### src/rtl/irq_seq_pkg.sv
package irq_seq_pkg;
  typedef enum logic [2:0] {
    ST_FETCH = 3'd0,
    ST_EXEC  = 3'd1,
    ST_DEC   = 3'd2,
    ST_PUSH  = 3'd3,
    ST_ACK   = 3'd4,
    ST_DIS   = 3'd5
  } seq_state_e;
endpackage

### src/rtl/irq_seq_fsm.sv
module irq_seq_fsm
  import irq_seq_pkg::*;
(
  input  logic       clk_i,
  input  logic       rst_ni,
  input  logic       instr_end_i,
  input  logic       ien_i,
  input  logic       ist_i,
  output seq_state_e state_o,
  output logic       exec_o,
  output logic       sp_dec_o,
  output logic       push_o,
  output logic       ack_o,
  output logic       ien_drop_o,
  output logic       fetch_o
);
  seq_state_e state_q, state_d;

  always_comb begin
    state_d = state_q;
    unique case (state_q)
      ST_FETCH: state_d = ST_EXEC;
      ST_EXEC:  if (instr_end_i) state_d = (ien_i && ist_i) ? ST_DEC : ST_FETCH;
      ST_DEC:   state_d = ST_PUSH;
      ST_PUSH:  state_d = ST_ACK;
      ST_ACK:   state_d = ST_DIS;
      ST_DIS:   state_d = ST_FETCH;
      default:  state_d = ST_FETCH;
    endcase
  end

  always_ff @(posedge clk_i or negedge rst_ni) begin
    if (!rst_ni) state_q <= ST_FETCH;
    else         state_q <= state_d;
  end

  assign state_o    = state_q;
  assign exec_o     = (state_q == ST_EXEC);
  assign sp_dec_o   = (state_q == ST_DEC);
  assign push_o     = (state_q == ST_PUSH);
  assign ack_o      = (state_q == ST_ACK);
  assign ien_drop_o = (state_q == ST_DIS);
  assign fetch_o    = (state_q == ST_FETCH);
endmodule

### src/rtl/irq_seq_regs.sv
module irq_seq_regs #(
  parameter int unsigned AW = 16,
  parameter logic [AW-1:0] PC_RST = '0,
  parameter logic [AW-1:0] SP_RST = '0
) (
  input  logic          clk_i,
  input  logic          rst_ni,
  input  logic          exec_i,
  input  logic          pc_ld_i,
  input  logic [AW-1:0] pc_d_i,
  input  logic          sp_ld_i,
  input  logic [AW-1:0] sp_d_i,
  input  logic          ien_set_i,
  input  logic          ien_clr_i,
  input  logic          sp_dec_i,
  input  logic          vec_ld_i,
  input  logic [AW-1:0] vector_i,
  input  logic          ien_drop_i,
  output logic [AW-1:0] pc_o,
  output logic [AW-1:0] sp_o,
  output logic          ien_o
);
  localparam logic [AW-1:0] ONE = AW'(1);

  logic [AW-1:0] pc_q, sp_q;
  logic          ien_q;

  always_ff @(posedge clk_i or negedge rst_ni) begin
    if (!rst_ni)                pc_q <= PC_RST;
    else if (vec_ld_i)          pc_q <= vector_i;
    else if (exec_i && pc_ld_i) pc_q <= pc_d_i;
  end

  // descending stack: decrement precedes the push
  always_ff @(posedge clk_i or negedge rst_ni) begin
    if (!rst_ni)                sp_q <= SP_RST;
    else if (sp_dec_i)          sp_q <= sp_q - ONE;
    else if (exec_i && sp_ld_i) sp_q <= sp_d_i;
  end

  // clear has priority over set
  always_ff @(posedge clk_i or negedge rst_ni) begin
    if (!rst_ni)                  ien_q <= 1'b0;
    else if (ien_drop_i)          ien_q <= 1'b0;
    else if (exec_i && ien_clr_i) ien_q <= 1'b0;
    else if (exec_i && ien_set_i) ien_q <= 1'b1;
  end

  assign pc_o  = pc_q;
  assign sp_o  = sp_q;
  assign ien_o = ien_q;
endmodule

### src/rtl/irq_seq_memport.sv
module irq_seq_memport #(
  parameter int unsigned AW = 16
) (
  input  logic          push_i,
  input  logic [AW-1:0] sp_i,
  input  logic [AW-1:0] pc_i,
  output logic          we_o,
  output logic [AW-1:0] addr_o,
  output logic [AW-1:0] wdata_o
);
  assign we_o    = push_i;
  assign addr_o  = push_i ? sp_i : '0;
  assign wdata_o = push_i ? pc_i : '0;
endmodule

### src/rtl/irq_entry_seq.sv
module irq_entry_seq
  import irq_seq_pkg::*;
#(
  parameter int unsigned AW = 16,
  parameter logic [AW-1:0] PC_RST = '0,
  parameter logic [AW-1:0] SP_RST = '0
) (
  input  logic          clk_i,
  input  logic          rst_ni,
  input  logic          instr_end_i,
  input  logic          ist_i,
  input  logic          ien_set_i,
  input  logic          ien_clr_i,
  input  logic          pc_ld_i,
  input  logic [AW-1:0] pc_d_i,
  input  logic          sp_ld_i,
  input  logic [AW-1:0] sp_d_i,
  input  logic [AW-1:0] vector_i,
  output logic [AW-1:0] pc_o,
  output logic [AW-1:0] sp_o,
  output logic          ien_o,
  output logic          intack_o,
  output logic          fetch_o,
  output logic          mem_we_o,
  output logic [AW-1:0] mem_addr_o,
  output logic [AW-1:0] mem_wdata_o
);
  seq_state_e    state_q;
  logic          exec, sp_dec, push, ack, ien_drop;
  logic [AW-1:0] pc_q, sp_q;
  logic          ien_q;

  irq_seq_fsm u_fsm (
    .clk_i       (clk_i),
    .rst_ni      (rst_ni),
    .instr_end_i (instr_end_i),
    .ien_i       (ien_q),
    .ist_i       (ist_i),
    .state_o     (state_q),
    .exec_o      (exec),
    .sp_dec_o    (sp_dec),
    .push_o      (push),
    .ack_o       (ack),
    .ien_drop_o  (ien_drop),
    .fetch_o     (fetch_o)
  );

  irq_seq_regs #(.AW(AW), .PC_RST(PC_RST), .SP_RST(SP_RST)) u_regs (
    .clk_i      (clk_i),
    .rst_ni     (rst_ni),
    .exec_i     (exec),
    .pc_ld_i    (pc_ld_i),
    .pc_d_i     (pc_d_i),
    .sp_ld_i    (sp_ld_i),
    .sp_d_i     (sp_d_i),
    .ien_set_i  (ien_set_i),
    .ien_clr_i  (ien_clr_i),
    .sp_dec_i   (sp_dec),
    .vec_ld_i   (ack),
    .vector_i   (vector_i),
    .ien_drop_i (ien_drop),
    .pc_o       (pc_q),
    .sp_o       (sp_q),
    .ien_o      (ien_q)
  );

  irq_seq_memport #(.AW(AW)) u_mem (
    .push_i  (push),
    .sp_i    (sp_q),
    .pc_i    (pc_q),
    .we_o    (mem_we_o),
    .addr_o  (mem_addr_o),
    .wdata_o (mem_wdata_o)
  );

  assign pc_o     = pc_q;
  assign sp_o     = sp_q;
  assign ien_o    = ien_q;
  assign intack_o = ack;
endmodule

### config.mk
export PLATFORM = sky130hd
export DESIGN_NAME = irq_entry_seq
export DESIGN_NICKNAME = d
export VERILOG_FILES = /design/src/rtl/irq_seq_pkg.sv /design/src/rtl/irq_seq_fsm.sv /design/src/rtl/irq_seq_regs.sv /design/src/rtl/irq_seq_memport.sv /design/src/rtl/irq_entry_seq.sv
export SDC_FILE = /design/constraint.sdc
export NUM_CORES = 1
export LEC_CHECK = 0
export BUFFER_PORTS_ARGS = -buffer_cell sky130_fd_sc_hd__clkbuf_2
export CORE_ASPECT_RATIO = 2
export CORE_MARGIN = 1.5
export CORE_UTILIZATION = 44
export DETAILED_ROUTE_END_ITERATION = 10
export GPL_ROUTABILITY_DRIVEN = 0
export GPL_TIMING_DRIVEN = 0
export PLACE_DENSITY = 0.82
export SLEW_MARGIN = 20
export SYNTH_ARGS = -nofsm -noshare
export SYNTH_HDL_FRONTEND = slang
export SYNTH_SLANG_ARGS = --single-unit
export TNS_END_PERCENT = 1
### constraint.sdc
create_clock -name clk_i -period 2.2 [get_ports clk_i]
set_clock_uncertainty 0.05 [all_clocks]
set_input_delay 0.33 -clock clk_i [delete_from_list [all_inputs] [get_ports clk_i]]
set_output_delay 0.33 -clock clk_i [all_outputs]
set_load 0.005 [all_outputs]
==> run_results.csv, run 1 <==
group,metric,value,unit
yosys,yosys_warnings,0,
worst_setup_path,required,1.82,ns
sta,max_slew_margin,39.9,%
status,outcome,"completed",
worst_setup_path,cp_max_fo,10,
worst_setup_path,path_class,"reg -> out",
worst_setup_path,arrival,1.74,ns
worst_setup_path,end_kind,"primary output",
layout,layout-drive-gt1-share,41.0,%
yosys,synth_edf_count,0,
yosys,synthArstFlopShare,100,%
worst_setup_path,setup.worst_path.start_class,"flop",
routing,wl_per_cell,14.7,um
routing,drt_first_pass_iters,4,
place,dp_hpwl,4990,um
yosys,yosysTopAreaCell,"dfrtp_1",
die,die_area,5390,um2
clock_network,clockBufferDepth,2,
yosys,yosysMostFrequentCell,"dfrtp_1",
clock_network,clockRootBuffer,"clkbuf_8",
sta,setup-violations-final,0,
job,cap_violations,0,
yosys,synthCells,242,
routing,drt-initial-drc-count,36,
yosys,synth_compound_area_share,17.1,%
clock_network,numClockSinks,36,
yosys,avgSynthCellArea,8.98,um2
die,dieHeight,102,um
die,core_area,4820,um2
sta,setup_tns,0,ns
power_and_ir_drop,ir_drop,828,uV
routing,wirelength,6320,um
yosys,syn_area,2170,um2
layout,multi_input_area,1200,um2
yosys,yosys.area_share.adder,0.576,%
sta,worstMarginPinSlew,0.901,ns
yosys,ys_seq_area_share,41.5,%
clock_network,cts_setup_buffers,0,
yosys,synth_top_area_share,41.5,%
clock_network,numCtsBuffers,5,
sta,fin_crit,2.12,ns
clock_network,clk_latency,0.29,ns
sta,hold_slack,0.102,ns
sta,hold_viol_final,0,
power_and_ir_drop,cellPowerDensity,1200,nW/um2
layout,finalNetCount,429,
routing,drc,0,
global_route,grt.total_usage,24.6,%
clock_network,htree_levels,2,
die,ios,124,
die,start_util,45.1,%
yosys,synth_area_leaders,"dfrtp_1 (41%), and2_1 (8.9%), mux2i_1 (7.8%)",
clock_network,clk_pin_slew_worst_paths,0.07,ns
worst_hold_path,min_path_type,"in -> async",
global_route,antenna_found_initial,0,
place,port-buffer-count,123,
clock_network,cts_tree,"done",
global_route,grt_pass1_wl,9950,um
yosys,synth_nets,299,
global_route,grt_pass1_vias,2229,
yosys,synth_mux_area_share,7.83,%
sta,rsz0062_at_grt,"yes",
layout,fin_cells,430,
routing,vias,2348,
die,placementRows,36,
yosys,yosys.area_share.simple,29.0,%
yosys,synth_top_family_by_area,"simple AND/OR/NAND/NOR gates",
power_and_ir_drop,leakagePower,1.45,nW
routing,routed_via_density,5.46,
layout,ff_latch_area,901,um2
yosys,ys_types,48,
yosys,ys_ff_latch,36,
sta,fmax,472,MHz
yosys,synth_common_cells,"dfrtp_1 (36), and2_1 (31), nor2_1 (28)",
sta,min_period_over_period,96.4,%
yosys,synth_xor_area_share,0.403,%
place,dp.cells,422,
layout,area_growth,36.8,%
layout,diodes,0,
global_route,grt_max_degree,37,
routing,postRouteAntennaNets,0,
die,die_w,52.7,um
global_route,grt-ovfl-total,0,
layout,fillers,461,
sta,slew_viol_final,0,
yosys,synthFlopType,"dfrtp_1",
## cell usage in the layout (no fill, tap or decap), types with 4 or more instances in the layout
| master | instances |
|---|---|
| nand4_1 | 5 |
| nor2_1 | 28 |
| clkbuf_2 | 129 |
| o211ai_1 | 4 |
| and2_1 | 31 |
| mux2i_1 | 17 |
| nand2_1 | 12 |
| clkbuf_8 | 6 |
| nand2b_1 | 5 |
| nand3_1 | 5 |
| dfrtp_1 | 36 |
| clkbuf_1 | 7 |
| a21oi_1 | 25 |
| inv_1 | 5 |
## layer usage
metal	track usage, %	vias to the layer above	part of all wire [%]
li1	-	1129	-
met1	24.7	1088	35
met2	46.9	117	56
met3	4.24	14	6.4
met4	10.7	0	2.5
met5	0	-	0
## metrics by stage
step                power, mW  worst slack, ns  instance area, um2  util (%)
detailed placement       3.04          -0.0571                2860      59.3
floorplan                2.27            0.313                2170         -
global placement         2.97           0.0348                2860      59.3
global route             3.83          -0.0971                2970      61.7
CTS                      3.56           0.0186                2960      61.4
finish                   3.56           0.0794                2970      61.7
## cells by family (layout without fill, tap and decap cells)
kind of cell / count (synthesis) / after routing
DFF: 36 / 36
AOI/OAI and AO/OA: 55 / 55
muxes: 17 / 17
buffers and inverters: 20 / 151
and+or+nand+nor: 112 / 112
adders and majority gates: 1 / 1
xor gates and xnor gates: 1 / 1
## state kept, by name, summed over array words and instances (netlist names)
signal         flops
u_fsm.state_o      3
u_regs.pc_o       16
u_regs.sp_o       16
u_regs.ien_o       1
## where the power goes
part | total (mW) | internal, mW | leakage, nW | switching, mW
combinational | 1.69 | 0.797 | 0.986 | 0.895
sequential | 1.36 | 0.980 | 0.415 | 0.385
clock | 0.508 | 0.255 | 0.0445 | 0.253
## worst max-delay path, cell delays in order (launching register included)
cell and delay [ns]:
dfrtp_1 0.37, buf_2 0.21, nor3b_1 0.21, clkbuf_4 0.27, buf_4 0.24, clkbuf_2 0.14
## worst paths after layout
kind | endpoint | slack (ns) | depth (start not counted) | start
worst max register to register | u_regs.sp_o[11] | 0.10 | 6 | u_fsm.state_o[2]
worst min-delay path | u_regs.pc_o[2] | 0.10 | 1 | rst_ni
min in group clk_i | u_regs.sp_o[7] | 0.19 | 3 | sp_d_i[7]
worst max-delay path | intack_o | 0.08 | 5 | u_fsm.state_o[2]
max in group asynchronous | u_regs.sp_o[4] | 1.44 | 1 | rst_ni
worst min register to register | u_regs.ien_o | 0.49 | 2 | u_regs.ien_o
## final cells by class
| class | instances | area share (%) |
|---|---|---|
| flip-flops and latches | 36 | 30.3 |
| well taps | 57 | 2.40 |
| plain buffers | 15 | 2.44 |
| clock inverters | 1 | 0.253 |
| multi-input cells | 186 | 40.3 |
| inverters | 5 | 0.632 |
| clock buffers | 7 | 2.91 |
| repair buffers | 123 | 20.7 |
## repair_timing
item / 4_1_cts / 5_1_grt
endpoints found under the hold margin: 0 / 0
setup endpoints to repair: 31 / 43
hold buffers: 0 / 0
resized for setup: 5 / 8
cloned: 0 / 0
Note: power is estimated with default switching activity, not from simulation.
==> run 2: changes to the inputs <==
Settings changed: BUFFER_PORTS_ARGS -buffer_cell sky130_fd_sc_hd__clkbuf_2 to -buffer_cell sky130_fd_sc_hd__buf_2.
==> run 2 against run 1 <==
Worst hold slack worse by 0.019 ns. Critical path depth is the same. Sequential share of layout area rose by 0.051 points. Critical path type unchanged. Largest cell class unchanged. Power fell by 0.40%. Wire length increased by 1.7%. Clock power barely moved. Utilization down 0.10 points. Maximum frequency rose by 1.3%. Largest power group unchanged.
==> run_results.csv, run 2 (synthesis results as in run 1) <==
group,metric,value,unit
sta,fin_crit,2.09,ns
global_route,grt.total_usage,25.0,%
global_route,use_met2,47.4,%
sta,setup-violations-final,0,
power_and_ir_drop,p_int,2.03,mW
die,core_area,4820,um2
global_route,antenna_found_initial,0,
die,die_w,52.7,um
clock_network,cts_tree,"done",
layout,fin_cells,430,
global_route,grt_pass1_wl,10100,um
layout,layout_commonest_cell,"buf_2",
layout,diodes,0,
sta,worst_slack,0.106,ns
routing,drt_first_pass_iters,5,
power_and_ir_drop,cellPowerDensity,1200,nW/um2
layout,utilization,61.6,%
worst_setup_path,ff2ff_setup_slack,0.16,ns
routing,drc,0,
routing,wirelength,6420,um
die,placementRows,36,
global_route,grt_max_degree,37,
place,pre_cts_ws,-0.0122,ns
power_and_ir_drop,pwr-share-comb,47.5,%
power_and_ir_drop,switching_power,1.52,mW
worst_setup_path,r2r-start,"u_fsm.state_o[2]",
sta,setup_tns,0,ns
layout,area_growth,36.6,%
sta,max_slew_margin,44.2,%
routing,vias,2367,
worst_setup_path,regToRegEndpoint,"u_regs.sp_o[11]",
place,port-buffer-count,123,
routing,drt-initial-drc-count,49,
clock_network,postCtsHoldBufs,0,
layout,layout-drive-gt1-share,40.5,%
global_route,grt_use_met1,24.6,%
worst_hold_path,min_path_type,"in -> async",
global_route,grt_use_met3,4.82,%
layout,final_cell_mix,"buf_2 (124), dfrtp_1 (36), and2_1 (31)",
status,outcome,"completed",
sta,min_period_over_period,95.2,%
layout,final_cell_area,2970,um2
worst_setup_path,cp_max_fo,10,
sta,rsz0062_at_grt,"yes",
clock_network,numCtsBuffers,5,
power_and_ir_drop,sequentialPowerShare,38.1,%
power_and_ir_drop,switching_share,42.7,%
routing,postRouteAntennaNets,0,
sta,worstMarginPinSlew,0.836,ns
job,cap_violations,0,
worst_setup_path,path_class,"reg -> out",
clock_network,clockRootBuffer,"clkbuf_8",
place,dp.cells,422,
clock_network,htree_levels,2,
global_route,grt_pass1_vias,2290,
sta,fmax,478,MHz
global_route,grt-ovfl-total,0,
worst_setup_path,end_kind,"primary output",
sta,hold_slack,0.0836,ns
routing,routed_via_density,5.50,
clock_network,cts_setup_buffers,0,
power_and_ir_drop,ir_drop,730,uV
clock_network,numClockSinks,36,
worst_setup_path,reg2reg_depth,6,
power_and_ir_drop,power,3.55,mW
place,dp_hpwl,5040,um
die,ios,124,
power_and_ir_drop,leakagePower,1.45,nW
routing,wl_per_cell,14.9,um
die,dieHeight,102,um
clock_network,clk_latency,0.29,ns
layout,fillers,453,
layout,finalNetCount,429,
power_and_ir_drop,power_frac_clock,14.4,%
sta,slew_viol_final,0,
worst_setup_path,required,1.82,ns
clock_network,clockBufferDepth,2,
sta,hold_viol_final,0,
worst_setup_path,arrival,1.71,ns
worst_setup_path,setup.worst_path.start_class,"flop",
clock_network,clk_pin_slew_worst_paths,0.07,ns
die,die_area,5390,um2
global_route,top_usage_layer,"met2",
place,placed_area,2860,um2
die,start_util,45.1,%
==> run 2: worst max-delay path by stage <==
stage	startpoint	depth (start not counted)	endpoint	slack, ns
floorplan	u_regs.sp_o[9]	4	u_regs.sp_o[15]	0.31
global placement	u_fsm.state_o[2]	6	u_regs.sp_o[11]	0.04
detailed placement	u_fsm.state_o[2]	6	u_regs.sp_o[11]	-0.01
CTS	u_fsm.state_o[2]	5	mem_wdata_o[9]	0.02
global route	u_fsm.state_o[2]	5	intack_o	-0.04
finish	u_fsm.state_o[2]	5	mem_wdata_o[9]	0.11
==> run 2: repair_timing <==
action / in CTS / in global routing
setup endpoints to repair: 31 / 33
endpoints found under the hold margin: 0 / 0
pin swaps: 0 / 0
gates resized for setup: 5 / 6
==> run 2: cell type report <==
class,instances,area (um2),share of cell area [%]
multi-input cells,186,1200,40.4
flip-flops and latches,36,901,30.4
repair buffers,123,616,20.8
clock buffers,8,90.1,3.04
plain buffers,15,71.3,2.40
well taps,57,71.3,2.40
inverters,5,18.8,0.633
==> run 2: critical path: stages (launching register included) <==
cell,delay [ns]
dfrtp_1,0.40
buf_2,0.18
and3b_2,0.32
clkbuf_2,0.25
and2_1,0.16
buf_2,0.11
==> run 2: power by group through the flow <==
stage,Combinational [mW],Clock (mW),Sequential (mW)
floorplan,0.976,0,1.30
global placement,1.63,0,1.33
detailed placement,1.69,0,1.35
CTS,1.69,0.503,1.34
global route,1.89,0.529,1.40
finish,1.69,0.511,1.35
==> run 2: metal layers <==
layer / vias up / wire (um) / share of wire [%]
met2: 117 / 3560 / 55
li1: 1128 / - / -
met4: 0 / 171 / 2.7
met1: 1104 / 2260 / 35
met3: 18 / 431 / 6.7
met5: - / 0 / 0
==> run 3: changes to the inputs <==
--- a/constraint.sdc
+++ b/constraint.sdc
@@ -4,2 +4,2 @@
 set_output_delay 0.33 -clock clk_i [all_outputs]
-set_load 0.005 [all_outputs]
+set_load 0.01 [all_outputs]
==> run 3 against run 2 <==
Sequential cell count stayed put. First-iteration DRC count is 2.0% lower. Largest cell class unchanged. Non-clock buffer count is 5 higher. Clock-buffer cell count stayed put. Sequential share of layout area is 0.38 points lower. Sequential power hardly changed. Register-to-register slack worse by 0.02 ns. Die area stayed put. Wire length is 0.17% higher. Clock power is 1% lower. Final cell count is 1.2% higher.
==> run_results.csv, run 3 (synthesis results as in run 1) <==
group,metric,value,unit
worst_setup_path,end_kind,"primary output",
worst_setup_path,path_class,"reg -> out",
die,placementRows,36,
clock_network,numClockSinks,36,
global_route,grt.total_usage,25.0,%
die,dieHeight,102,um
place,port-buffer-count,123,
layout,final_cell_area,3000,um2
global_route,grt_pass1_vias,2290,
status,outcome,"completed",
job,cap_violations,0,
worst_setup_path,regToRegEndpoint,"u_regs.sp_o[11]",
power_and_ir_drop,power,3.72,mW
clock_network,clockRootBuffer,"clkbuf_8",
power_and_ir_drop,p_int,2.05,mW
routing,postRouteAntennaNets,0,
layout,ff_latch_area,901,um2
sta,setup-violations-final,0,
die,core_area,4820,um2
die,start_util,45.1,%
layout,diodes,0,
sta,fin_crit,2.10,ns
power_and_ir_drop,sequentialPowerShare,36.3,%
place,placed_area,2860,um2
sta,fmax,475,MHz
worst_setup_path,reg2reg_depth,6,
routing,drt-initial-drc-count,48,
worst_setup_path,arrival,1.72,ns
die,die_area,5390,um2
global_route,grt_max_degree,37,
die,ios,124,
clock_network,cts_tree,"done",
worst_setup_path,cp_max_fo,10,
power_and_ir_drop,switching_power,1.67,mW
place,dp_hpwl,5040,um
layout,fillers,448,
global_route,grt_pass1_wl,10100,um
power_and_ir_drop,ir_drop,765,uV
sta,hold_slack,0.0873,ns
global_route,antenna_found_initial,0,
routing,drt_first_pass_iters,4,
sta,hold_viol_final,0,
power_and_ir_drop,cellPowerDensity,1240,nW/um2
layout,layout-drive-gt1-share,41.3,%
sta,slew_viol_final,0,
die,die_w,52.7,um
worst_setup_path,r2r-start,"u_fsm.state_o[2]",
clock_network,clk_pin_slew_worst_paths,0.07,ns
power_and_ir_drop,switching_share,44.8,%
routing,routed_via_density,5.51,
clock_network,clk_latency,0.29,ns
layout,finalNetCount,434,
worst_hold_path,min_path_type,"in -> async",
sta,worstMarginPinSlew,0.843,ns
clock_network,numCtsBuffers,5,
sta,min_period_over_period,95.6,%
power_and_ir_drop,power_frac_clock,13.5,%
clock_network,clockBufferDepth,2,
routing,wirelength,6430,um
layout,layout_commonest_cell,"buf_2",
sta,max_slew_margin,43.8,%
worst_setup_path,setup.worst_path.start_class,"flop",
layout,area_growth,38.3,%
layout,multi_input_area,1200,um2
worst_setup_path,ff2ff_setup_slack,0.14,ns
layout,final_cell_mix,"buf_2 (125), dfrtp_1 (36), and2_1 (31)",
worst_setup_path,required,1.82,ns
global_route,grt-ovfl-total,0,
sta,setup_tns,0,ns
routing,vias,2398,
power_and_ir_drop,leakagePower,1.48,nW
routing,drc,0,
power_and_ir_drop,pwr-share-comb,50.2,%
routing,wl_per_cell,14.8,um
clock_network,htree_levels,2,
[run 3: cell types whose count changed in the layout (fill, tap and decap cells not counted)]
cell | previous run | this run
buf_4 | 2 | 7
buf_2 | 124 | 125
clkbuf_2 | 5 | 4
[run 3: what timing repair did]
action                     CTS  global route
hold buffers                 0             0
setup buffers                0             5
setup endpoints to repair   31            33
resized for setup            5             7
hold endpoints to repair     0             0
gates cloned                 0             0
[run 3: cell type report]
type	count	share of cell area [%]
flip-flops and latches	36	30.0
clock buffers	8	3.00
inverters	5	0.625
plain buffers	15	2.37
multi-input cells	186	39.9
repair buffers	128	21.7
well taps	57	2.37
[run 3: per-layer routing]
metal | share of wire (%) | vias to the layer above | track usage (%)
li1 | - | 1141 | -
met1 | 35 | 1125 | 24.6
met2 | 56 | 116 | 47.4
met3 | 6.7 | 16 | 4.82
met4 | 2.4 | 0 | 12.0
met5 | 0 | - | 0
[run 3: power groups by stage]
| stage | logic (mW) | registers (mW) | clock network, mW |
|---|---|---|---|
| finish | 1.87 | 1.35 | 0.504 |
| global route | 2.07 | 1.40 | 0.529 |
| detailed placement | 1.85 | 1.35 | 0 |
| floorplan | 1.01 | 1.41 | 0 |
| CTS | 1.85 | 1.34 | 0.503 |
| global placement | 1.79 | 1.33 | 0 |
[run 3: critical path, cell delays in order, from the launching register on]
cell and delay, ns:
dfrtp_1 0.40, buf_2 0.18, and3b_2 0.33, clkbuf_2 0.24, and2_1 0.16, buf_2 0.13
[run 3: worst max-delay path by stage]
stage	start	endpoint	slack (ns)
after global routing	u_fsm.state_o[2]	mem_wdata_o[9]	-0.003
after floorplan	u_regs.sp_o[9]	u_regs.sp_o[15]	0.29
after detailed placement	u_fsm.state_o[2]	u_regs.sp_o[11]	-0.01
final	u_fsm.state_o[2]	mem_wdata_o[9]	0.1
after CTS	u_fsm.state_o[2]	mem_wdata_o[9]	0.006
after global placement	u_fsm.state_o[2]	u_regs.sp_o[11]	0.04
[run 3: metrics by stage]
stage	utilization, %	setup slack (ns)	std cells
2_1_floorplan	-	0.285	242
4_1_cts	61.3	0.00567	430
3_3_place_gp	59.3	0.0354	422
6_report	62.3	0.0959	435
5_1_grt	62.3	-0.00283	435
3_5_place_dp	59.3	-0.0122	422
